===== config.mk =====
export PLATFORM = sky130hd
export DESIGN_NAME = wdog_strobe_timer
export DESIGN_NICKNAME = d
export VERILOG_FILES = /design/src/rtl/wdog_strobe_timer.sv
export SDC_FILE = /design/constraint.sdc
export NUM_CORES = 1
export LEC_CHECK = 0
export BUFFER_PORTS_ARGS = -buffer_cell sky130_fd_sc_hd__buf_2
export CORE_MARGIN = 2
export CORE_UTILIZATION = 50
export CTS_BUF_LIST = sky130_fd_sc_hd__clkbuf_2 sky130_fd_sc_hd__clkbuf_4 sky130_fd_sc_hd__clkbuf_8
export DETAILED_ROUTE_END_ITERATION = 8
export MAX_ROUTING_LAYER = met4
export PLACE_DENSITY = 0.76
export RECOVER_POWER = 25
export SLEW_MARGIN = 0
export SYNTH_ARGS = -nofsm -noshare
export SYNTH_HDL_FRONTEND = slang
export SYNTH_SLANG_ARGS = --single-unit

===== constraint.sdc =====
create_clock -name clk -period 2.2 [get_ports clk]
set_clock_uncertainty 0.15 [all_clocks]
set_input_delay 0.22 -clock clk [delete_from_list [all_inputs] [get_ports clk]]
set_output_delay 0.22 -clock clk [all_outputs]
set_load 0.02 [all_outputs]

===== src/rtl/wdog_strobe_timer.sv =====
module wdog_strobe_timer #(
  parameter int TMO_W = 6
) (
  input  logic             clk,
  input  logic             rst_n,
  input  logic             tick_en,
  input  logic             bus_wr,
  input  logic             bus_rd,
  input  logic [1:0]       bus_addr,
  input  logic [TMO_W+1:0] bus_wdata,
  output logic [TMO_W+1:0] bus_rdata,
  output logic             wd_flag,
  output logic             irq_req
);
  localparam int DW = TMO_W + 2;
  localparam logic [1:0] A_CTRL = 2'd0;
  localparam logic [1:0] A_IEN  = 2'd1;
  localparam logic [1:0] A_FLAG = 2'd2;
  localparam logic [TMO_W-1:0] ONE = TMO_W'(1);

  logic [TMO_W-1:0] tmo_q, cnt_q;
  logic             lock_q, ien_q, flag_q;

  wire wr_ctrl = bus_wr && (bus_addr == A_CTRL);
  wire wr_ien  = bus_wr && (bus_addr == A_IEN);
  wire rd_flag = bus_rd && (bus_addr == A_FLAG);
  wire tmo_acc = wr_ctrl && !lock_q;
  wire [TMO_W-1:0] tmo_nx = tmo_acc ? bus_wdata[TMO_W-1:0] : tmo_q;
  wire strobe  = wr_ctrl && bus_wdata[DW-1];
  wire reload  = strobe || (tmo_acc && (bus_wdata[TMO_W-1:0] != '0));
  wire expire  = tick_en && !reload && (tmo_q != '0) && (cnt_q == ONE);

  always_ff @(posedge clk or negedge rst_n) begin
    if (!rst_n) begin
      tmo_q  <= '0;
      lock_q <= 1'b0;
      ien_q  <= 1'b0;
    end else begin
      tmo_q <= tmo_nx;
      if (wr_ctrl) lock_q <= bus_wdata[DW-2];
      if (wr_ien)  ien_q  <= bus_wdata[0];
    end
  end

  always_ff @(posedge clk or negedge rst_n) begin
    if (!rst_n)                      cnt_q <= '0;
    else if (tmo_nx == '0)           cnt_q <= '0;
    else if (reload)                 cnt_q <= tmo_nx;
    else if (tick_en && cnt_q != '0) cnt_q <= cnt_q - ONE;
  end

  always_ff @(posedge clk or negedge rst_n) begin
    if (!rst_n)       flag_q <= 1'b0;
    else if (expire)  flag_q <= 1'b1;
    else if (rd_flag) flag_q <= 1'b0;
  end

  always_comb begin
    case (bus_addr)
      A_CTRL:  bus_rdata = {1'b0, lock_q, tmo_q};
      A_IEN:   bus_rdata = {{(DW-1){1'b0}}, ien_q};
      A_FLAG:  bus_rdata = {{(DW-1){1'b0}}, flag_q};
      default: bus_rdata = '0;
    endcase
  end

  assign wd_flag = flag_q;
  assign irq_req = flag_q & ien_q;


  cnt_bound_chk: assert property (@(posedge clk) disable iff (!rst_n)
    cnt_q <= tmo_q);

  lock_hold_chk: assert property (@(posedge clk) disable iff (!rst_n)
    (wr_ctrl && lock_q) |=> $stable(tmo_q));

  single_fire_chk: assert property (@(posedge clk) disable iff (!rst_n)
    $rose(flag_q) |-> $past(tick_en && cnt_q == ONE));

  flag_sticky_chk: assert property (@(posedge clk) disable iff (!rst_n)
    (flag_q && !rd_flag) |=> flag_q);

  expiry_set_chk: assert property (@(posedge clk) disable iff (!rst_n)
    (tick_en && cnt_q == ONE && tmo_q != '0 && !bus_wr) |=> flag_q);

  irq_gate_chk: assert property (@(posedge clk) disable iff (!rst_n)
    irq_req |-> (flag_q && ien_q));
endmodule


# After elaboration in Yosys (flattened, before gate mapping)
# Index checks and enable logic that the tools add are counted.
dict set report totals {
  out_inout_bits 10
  in_bits 15
  reg_bits 15
  wordCells 37
}
dict set report classes {
  mux 7
  n_reduce_logical 20
  n_addsub 1
  n_eq_ne 3
  n_bitwise 1
}
# op n
set ops {}
lappend ops {{2-to-1 mux 6 bit} 4}
lappend ops {{case mux 7 bit (3 select lines)} 1}
lappend ops {{nonzero test 6 bit} 3}
lappend ops {{logical AND 1 bit} 10}
lappend ops {{equality test 6 x 1 -> 1 bit, second input constant} 1}
lappend ops {{logical NOT 6 bit} 1}
lappend ops {{subtractor 6 x 1 -> 6 bit, second input constant} 1}
lappend ops {{nonzero test 3 bit} 1}
lappend ops {{equality test 2 x 1 -> 1 bit, second input constant} 1}
lappend ops {{equality test 2 bit, second input constant} 1}
lappend ops {{logical NOT 1 bit} 2}
lappend ops {{logical NOT 2 bit} 1}
lappend ops {{2-to-1 mux 1 bit} 2}
lappend ops {{nonzero test 2 bit} 1}
lappend ops {{bitwise AND 1 bit} 1}
lappend ops {{logical OR 1 bit} 1}

# Logic depth before layout (Yosys ltp)
# Gate-level depths: netlist of run 1.
dict set report logic_depth {
  depth_word 10
  ltp_mapped 6
  ltp_nobuf 6
}

# Least setup slack after synthesis of run 1
# OpenSTA, ideal clock, no wires.
dict set report synth_path {
  kind {reg2reg}
  start {reg cnt_q[0]}
  end {reg cnt_q[1]}
  setup_ns 0.087
  arrival_time_ns 1.651
  path_buffers 0
  stages_incl_launch_ff 7
  required_time_ns 1.963
  path_slack_ns 0.312
  period_less_slack_ns 1.888
  path_cell_list {dfrtp_1 > inv_1 > ha_1 > nor3b_1 > a21boi_0 > mux2_2 > a211oi_2}
}
dict set report synth_via {
  elab_chain_cells 4
  word_cells_on_any_way 7
  cone_classes {add/sub (1); mux (3); reduce/logical (3)}
}
# element line_no
set synth_rtl {}
lappend synth_rtl {{from (decl)} 21} ;# logic [TMO_W-1:0] tmo_q, cnt_q;
lappend synth_rtl {{from (signal assigned)} 48} ;# else if (reload) cnt_q <= tmo_nx;
lappend synth_rtl {{from (signal assigned)} 49} ;# else if (tick_en && cnt_q != '0) cnt_q <= cnt_q - ONE;
lappend synth_rtl {{subtractor 6 x 1 -> 6 bit} 49}
lappend synth_rtl {{2-to-1 mux 6 bit} 49}
lappend synth_rtl {{2-to-1 mux 6 bit} 48}
lappend synth_rtl {{2-to-1 mux 6 bit} 47} ;# else if (tmo_nx == '0) cnt_q <= '0;
# Parallel ways exist; a longest one is shown, timed or not. The select of a mux whose other input is x is not followed.
# A chain may end at the register's enable or synchronous reset.

# Final worst setup path of run 1
# Ends and elaborated chain as after synthesis.

==> run metrics, run 1 <==
Synth Net Count 110; synthesized instance count 92; share of the synthesized area in the top cell type 0.389; fin crit share 0.917; Avg Cell Area, Syn 10.5 µm²; CTS sink cnt 15; YS warnings 0; via/cell ratio around 5.4; Yosys top cell by area dfrtp_1; clock buffer depth 2; Final setup viols 0; antenna violations before repair 0; full die area approximately 2300 µm²; Starting Density 0.548; Place WS 0.188 ns; Post-DRT Antenna Nets 0; Power Total approximately 1.1 mW; I/O Buffers 23; leakage power 0.518 nW; area taken by flip-flops and latches between 300 and 400 µm²; Peak VDD IR ~0.65 mV; Max Fanout on Critical Path 5; Slew @ Worst Pin 0.781 ns; Final Hold Fails 0; H-tree depth 1; Final min period 2.02 ns; Seq/Total Area, Yosys 0.389; hold crit path type in -> reg; insertion delay to the later sink of the worst-skew pair 0.28 ns; Remaining Overflow, GRT 0; synth unique cells 34; outcome completed; die width 48.0 µm; ranking of synthesized cells by area dfrtp_1 39%, mux2_2 10%, and2_1 5.2%; Detailed Route Iter0 Violations 12; Reg clk slew, reported paths 0.09 ns; Nets 140; Syn-to-layout area delta 20.5%; Mapped Area 966 µm²; RePlAce Congestion 0.846; Tot GR Track Use 0.218; pwr/cell area 949 nW/µm²; hpwl dp between 1500 and 2000 µm; Placeable Area 1760 µm²; Rel. slew slack 0.479; #FFs+latches synth 15; WL/cell 13.8 µm; Final Worst Setup Slack between 0.15 and 0.2 ns; CP Class reg -> reg; CTS root buf clkbuf_4; largest net degree at the start of global routing 16; routed wire length 2020 µm; RSZ-0062 raised after global routing false; Req. time, crit path roughly 2.3 ns; drt drc 0; CTS Buf Count 3; Max Slew Vio Count 0; share of post-route cells with drive strength above 1 0.405; number of global-route vias before repair 739; Max Freq 0.496 GHz; crit path DAT 2.07 ns; CP endpoint kind register; final hold slack roughly 0.06 ns; Die Y 48.0 µm; Critical Path Start Type register; final setup TNS 0 ns; row cnt 15; area taken by multi-input logic gates about 580 µm²; first-pass GRT wire length 3280 µm; diode count 0; I/O Pins 25; Fill cells ~160; drt pass-1 iters 4; CTS tree yes; max_cap viols 0; Vias 794
[metal layers]
metal	vias to the layer above	GRT usage	share of wire
li1	397	-	-
met1	379	0.262	0.45
met2	16	0.357	0.50
met3	2	0.0679	0.042
met4	0	0.0486	0.0069
met5	-	-	0
[flip-flops by register name, summed over array words and instances (netlist names)]
register and count:
lock_q 1, wd_flag 1, tmo_q 6, ien_q 1, cnt_q 6
[cell type report]
class,count,share of cell area
well taps,25,0.0269
inverters,2,0.00645
clock inverters,1,0.00430
repair buffers,26,0.122
multi-input cells,74,0.499
flip-flops and latches,15,0.323
clock buffers,3,0.0194
[repair_timing]
| item | CTS | global route |
|---|---|---|
| resized for setup | 0 | 1 |
| hold endpoints to repair | 15 | 1 |
| hold buffers | 1 | 1 |
| setup buffers | 0 | 0 |
| setup endpoints to repair | 0 | 1 |
[final timing paths]
kind / cells past startpoint / slack [ns] / start / end
worst max-delay path: 6 / 0.18 / cnt_q[0] / cnt_q[1]
worst min-delay path: 2 / 0.06 / bus_wdata[2] / tmo_q[2]
worst max register to register: 6 / 0.18 / cnt_q[0] / cnt_q[1]
worst min register to register: 1 / 0.39 / ien_q / ien_q
max in group asynchronous: 2 / 1.02 / rst_n / cnt_q[5]
min in group asynchronous: 2 / 0.40 / rst_n / cnt_q[1]
[worst max-delay path, stage by stage, from the launching register on]
cell      delay, ns
dfrtp_1        0.43
inv_1          0.09
ha_1           0.22
nor3b_2        0.17
a21boi_0       0.29
mux2_2         0.38
a211oi_2       0.21
[cell families after synthesis]
kind of cell             Yosys count  synth area share
XOR/XNOR                           1           0.00907
adder cells (fa/ha/maj)            3            0.0389
other                              1           0.00388
buffers and inverters              3            0.0155
multiplexers                      11             0.126
flip-flops                        15             0.389
AO/OA/AOI/OAI                     18             0.155
AND/OR/NAND/NOR                   40             0.263
[synthesized netlist by cell type, drive strengths merged]
cell type,instances
dfrtp,15
and2,9
mux2,9
nand2,8
nor2,6
o21ai,6
a211oi,5
nor3,4
a21oi,3
ha,3
or4b,3
inv,2
mux2i,2
nor2b,2
nor4b,2
or4,2
a211o,1
a21boi,1
and2b,1
buf,1
conb,1
nor3b,1
nor4,1
o31a,1
o31ai,1
or3b,1
xnor2,1
[layout by cell type, fill, tap and decap left out, drive strengths merged, types with 2 or more instances in the layout]
cell type    synthesis  layout
a211oi               5       5
a21oi                3       3
and2                 9       9
buf                  1      23
clkbuf               0       4
dfrtp               15      15
dlygate4sd3          0       2
ha                   3       3
inv                  2       2
mux2                 9       9
mux2i                2       2
nand2                8       8
nor2                 6       6
nor2b                2       2
nor3                 4       4
nor4b                2       2
o21ai                6       6
or4                  2       2
or4b                 3       3
[power breakdown]
group | total [mW] | switching [mW] | internal (mW)
clock | 0.152 | 0.0846 | 0.0675
combinational | 0.472 | 0.232 | 0.240
sequential | 0.481 | 0.103 | 0.378
[metrics by stage]
step	cell area [µm²]	cells	util
after floorplan	966	92	-
after global placement	1110	140	0.630
after detailed placement	1110	140	0.630
after CTS	1150	145	0.652
after global routing	1160	146	0.660
final	1160	146	0.660
Power figures use the tool's default switching activity.
==> run 2: changes to the inputs <==
Settings changed: CORE_ASPECT_RATIO set to 1.1.
==> run metrics, run 2 (synthesis gave the netlist of run 1 again) <==
Nets 139 (-0.71%); RSZ-0062 raised after global routing false; diode count 0 (unchanged); clock buffer depth 2 (unchanged); Critical Path Start Type register; drt drc 0 (unchanged); final setup TNS 0 ns (unchanged); share of post-route cells with drive strength above 1 0.400 (-0.00496); Placeable Area 1800 µm² (+2.1%); CTS sink cnt 15 (unchanged); die width 45.9 µm (-4.3%); full die area 2300 µm² (about the same); Detailed Route Iter0 Violations 6 (-6); RePlAce Congestion 0.880 (+3.9%); Syn-to-layout area delta 18.3%; PostCTS Resize Cnt 0 (unchanged); Die Y 50.1 µm (+4.5%); row cnt 16 (+1); via/cell ratio 5.80 (+6.7%); first-pass GRT wire length 3450 µm (+5.1%); Fill cells 152 (-7.3%); hpwl dp 1580 µm (-2.8%); Power Total 1.12 mW (+1.2%); CTS Buf Count 3 (unchanged); Max Slew Vio Count 0 (unchanged); CTS tree yes; H-tree depth 1 (unchanged); CP Class reg -> reg; Max Fanout on Critical Path 5 (unchanged); Tot GR Track Use 0.212 (-0.00600); largest net degree at the start of global routing 16 (unchanged); routed wire length 2020 µm (about the same); Post-DRT Antenna Nets 0 (unchanged); CP endpoint kind register; drt pass-1 iters 4 (unchanged); crit path DAT 2.07 ns (about the same); fin crit share 0.915 (-0.00145); CTS root buf clkbuf_4; Final Hold Fails 0 (unchanged); Regs by FF count cnt_q x6, tmo_q x6; Reg clk slew, reported paths 0.09 ns (about the same); most common cell after layout, fill and taps aside buf_2; Final min period 2.01 ns (-0.00320 ns); hold crit path type in -> reg; Remaining Overflow, GRT 0 (unchanged); max_cap viols 0 (unchanged); Peak VDD IR 0.664 mV (+2.5%); Starting Density 0.536 (-0.0114); WL/cell 14.6 µm (+5.7%); I/O Buffers 23 (unchanged); outcome completed; I/O Pins 25 (unchanged); number of global-route vias before repair 808 (+9.3%); Setup Buffers After CTS 0 (unchanged); CTS Hold Bufs 1 (unchanged); leakage power 0.512 nW (-1.1%); commonest non-fill, non-tap cells in the layout 22 x buf_2, 15 x dfrtp_1, 9 x mux2_2; antenna violations before repair 0 (unchanged); Vias 801 (+0.88%); Max Freq 0.497 GHz (+0.16%); Final setup viols 0 (unchanged); Slew @ Worst Pin 0.807 ns (+0.0253 ns); Req. time, crit path 2.26 ns (about the same); Rel. slew slack 0.462 (-0.0169); insertion delay to the later sink of the worst-skew pair 0.29 ns (about the same); pwr/cell area 978 nW/µm² (+3.1%)
run 2: critical path: stages (launching register included):
cell and delay (ns):
dfrtp_1 0.42, inv_1 0.09, ha_1 0.22, nor3b_1 0.16
a21boi_0 0.31, mux2_2 0.38, a211oi_2 0.20
run 2: layout make-up:
class,count,area (µm²),area share
Timing Repair Buffer,25,131,0.115
Multi-Input combinational cell,74,576,0.504
Sequential cell,15,375,0.329
Clock buffer,4,30.0,0.0263
Inverter,2,7.51,0.00657
Tap cell,18,22.5,0.0197
run 2: stage by stage:
stage          setup WS [ns]  instances  hold WS, ns   util  instance area (µm²)
4_1_cts                0.192        138       0.0144  0.635                 1140
5_1_grt               0.0295        138       0.0227  0.634                 1140
3_3_place_gp           0.263        133      -0.0151  0.613                 1100
6_report               0.187        138       0.0165  0.634                 1140
2_1_floorplan          0.312         92       -0.226      -                  966
3_5_place_dp           0.215        133     -0.00947  0.613                 1100
run 2: routing by layer:
metal | track usage | vias to the layer above | wire length (µm)
li1 | - | 389 | -
met1 | 0.259 | 386 | 853
met2 | 0.338 | 22 | 1040
met3 | 0.0440 | 4 | 94
met4 | 0.0762 | 0 | 30
met5 | - | - | 0
run 2: worst paths after layout:
path | from | to | slack [ns] | depth (start not counted)
setup / recovery | cnt_q[0] | cnt_q[1] | 0.19 | 6
hold / removal | bus_wdata[6] | lock_q | 0.02 | 2
setup reg to reg | cnt_q[0] | cnt_q[1] | 0.19 | 6
hold reg to reg | tmo_q[1] | tmo_q[1] | 0.40 | 1
max in group asynchronous | rst_n | cnt_q[1] | 1.03 | 2
min in group asynchronous | rst_n | lock_q | 0.37 | 2
run 2: report_power, final:
group | internal (mW) | total, mW | switching [mW]
Clock | 0.0829 | 0.175 | 0.0924
Sequential | 0.377 | 0.480 | 0.103
Combinational | 0.236 | 0.462 | 0.226
==> run 3: changes to the inputs <==
Settings changed: ABC_CLOCK_PERIOD_IN_PS set to 2200, MAX_ROUTING_LAYER met4 to unset.
==> run metrics, run 3 (synthesis gave the netlist of run 1 again) <==
outcome completed; CTS Buf Count 3 (unchanged); Peak VDD IR 0.662 mV (-0.32%); Slew @ Worst Pin 0.810 ns (+0.00350 ns); dpl cells 133 (unchanged); largest net degree at the start of global routing 16 (unchanged); H-tree depth 1 (unchanged); Post-DRT Antenna Nets 0 (unchanged); Starting Density 0.536 (unchanged); CTS root buf clkbuf_4; Final min period 2.01 ns (-0.00130 ns); crit path max-delay cell type dfrtp_1; share of post-route cells with drive strength above 1 0.400 (unchanged); full die area 2300 µm² (unchanged); clock buffer depth 2 (unchanged); Reg2Reg Capture Point cnt_q[1]; first-pass GRT wire length 3450 µm (unchanged); RSZ-0062 raised after global routing false; Critical Path Start Type register; Final Worst Setup Slack 0.188 ns (+0.00130 ns); commonest non-fill, non-tap cells in the layout 22 x buf_2, 15 x dfrtp_1, 9 x mux2_2; hold crit path type in -> reg; Syn-to-layout area delta 18.3% (unchanged); Nets 139 (unchanged); drt pass-1 iters 4 (unchanged); Setup Buffers After CTS 0 (unchanged); Max Freq 0.497 GHz (about the same); drt drc 0 (unchanged); worst r2r src cnt_q[0]; Max Slew Vio Count 0 (unchanged); WL/cell 14.7 µm (+0.59%); crit path from cnt_q[0]; Detailed Route Iter0 Violations 10 (+4); Tot GR Track Use 0.207 (-0.00538); sequential share of power 0.431 (about the same); Final Hold Fails 0 (unchanged); fin crit share 0.915 (about the same); Clk pwr share 0.156 (about the same); Remaining Overflow, GRT 0 (unchanged); Sw Share 0.377 (about the same); crit path DAT 2.07 ns (about the same); I/O Buffers 23 (unchanged); Reg clk slew, reported paths 0.09 ns (about the same); CTS Hold Bufs 1 (unchanged); Rel. slew slack 0.460 (-0.00233); insertion delay to the later sink of the worst-skew pair 0.29 ns (about the same); combinational fraction of design power 0.413 (about the same); crit path to cnt_q[1]; via/cell ratio 5.72 (-1.4%); Vias 790 (-1.4%); hpwl dp 1580 µm (unchanged); PostCTS Resize Cnt 0 (unchanged); P_int 0.696 mW (about the same); Sw Pwr 0.421 mW (-0.10%); leakage power 0.512 nW (unchanged); pwr/cell area 978 nW/µm² (about the same); final setup TNS 0 ns (unchanged); reg-to-reg setup timing slack 0.19 ns (about the same); die width 45.9 µm (unchanged); Critical Path Max Stage Delay 0.42 ns (about the same); critical path cell sequence inv_1 -> ha_1 -> nor3b_1 -> a21boi_0 -> mux2_2 -> a211oi_2; Regs by FF count cnt_q x6, tmo_q x6; Max Fanout on Critical Path 5 (unchanged); most common cell after layout, fill and taps aside buf_2; Non-Filler Instances 138 (unchanged); CP endpoint kind register; Req. time, crit path 2.26 ns (about the same); Final setup viols 0 (unchanged); Placeable Area 1800 µm² (unchanged); Die Y 50.1 µm (unchanged); routed wire length 2030 µm (+0.59%); max_cap viols 0 (unchanged); RePlAce Congestion 0.865 (-1.6%); number of global-route vias before repair 809 (+0.12%); CP Class reg -> reg; CTS tree yes; diode count 0 (unchanged); Place WS 0.215 ns (unchanged); worst-case reg-to-reg path depth 6 (unchanged); antenna violations before repair 0 (unchanged); row cnt 16 (unchanged); CTS sink cnt 15 (unchanged); I/O Pins 25 (unchanged)
[run 3: cell counts in the layout (fill, tap and decap cells not counted)]
Identical to the previous run, type by type.
[run 3: power by group through the flow]
| stage | sequential [mW] | clock (mW) | combinational, mW |
|---|---|---|---|
| floorplan | 0.463 | 0 | 0.355 |
| global placement | 0.480 | 0 | 0.455 |
| detailed placement | 0.484 | 0 | 0.462 |
| CTS | 0.478 | 0.181 | 0.465 |
| global route | 0.496 | 0.194 | 0.523 |
| finish | 0.481 | 0.175 | 0.462 |
[run 3: routing by layer]
layer | vias to the layer above | part of all wire | global-route usage
met1 | 378 | 0.43 | 0.259
met2 | 20 | 0.52 | 0.338
met5 | - | 0 | 0
met3 | 2 | 0.042 | 0.0440
li1 | 390 | - | -
met4 | 0 | 0.010 | 0.0762
[run 3: worst max-delay path: cells and delay by family (launching register included)]
family                     cells  cell delay (ns)
adders and majority gates      1             0.22
buffers and inverters          1             0.09
and+or+nand+nor                1             0.16
AOI/OAI and AO/OA              2             0.51
DFF                            1             0.42
muxes                          1             0.38
[run 3: final cells by class]
type / instances / area, µm²
flip-flops and latches: 15 / 375
repair buffers: 25 / 131
clock buffers: 4 / 30.0
well taps: 18 / 22.5
inverters: 2 / 7.51
fillers: 152 / 659
multi-input cells: 74 / 576
[run 3: stage by stage]
stage	hold WS [ns]	area [µm²]	total power [mW]	util
after floorplan	-0.226	966	0.818	-
after global placement	-0.0151	1100	0.934	0.613
after detailed placement	-0.00947	1100	0.947	0.613
after CTS	0.0144	1140	1.12	0.635
after global routing	0.0227	1140	1.21	0.634
final	0.0179	1140	1.12	0.634
[run 3: worst min-delay path by stage]
stage	from	endpoint	slack, ns	depth (start not counted)
5_1_grt	bus_wdata[6]	lock_q	0.02	2
3_5_place_dp	rst_n	wd_flag	-0.009	1
2_1_floorplan	rst_n	cnt_q[0]	-0.23	0
6_report	bus_wdata[6]	lock_q	0.02	2
4_1_cts	bus_wdata[6]	lock_q	0.01	2
3_3_place_gp	rst_n	wd_flag	-0.02	1
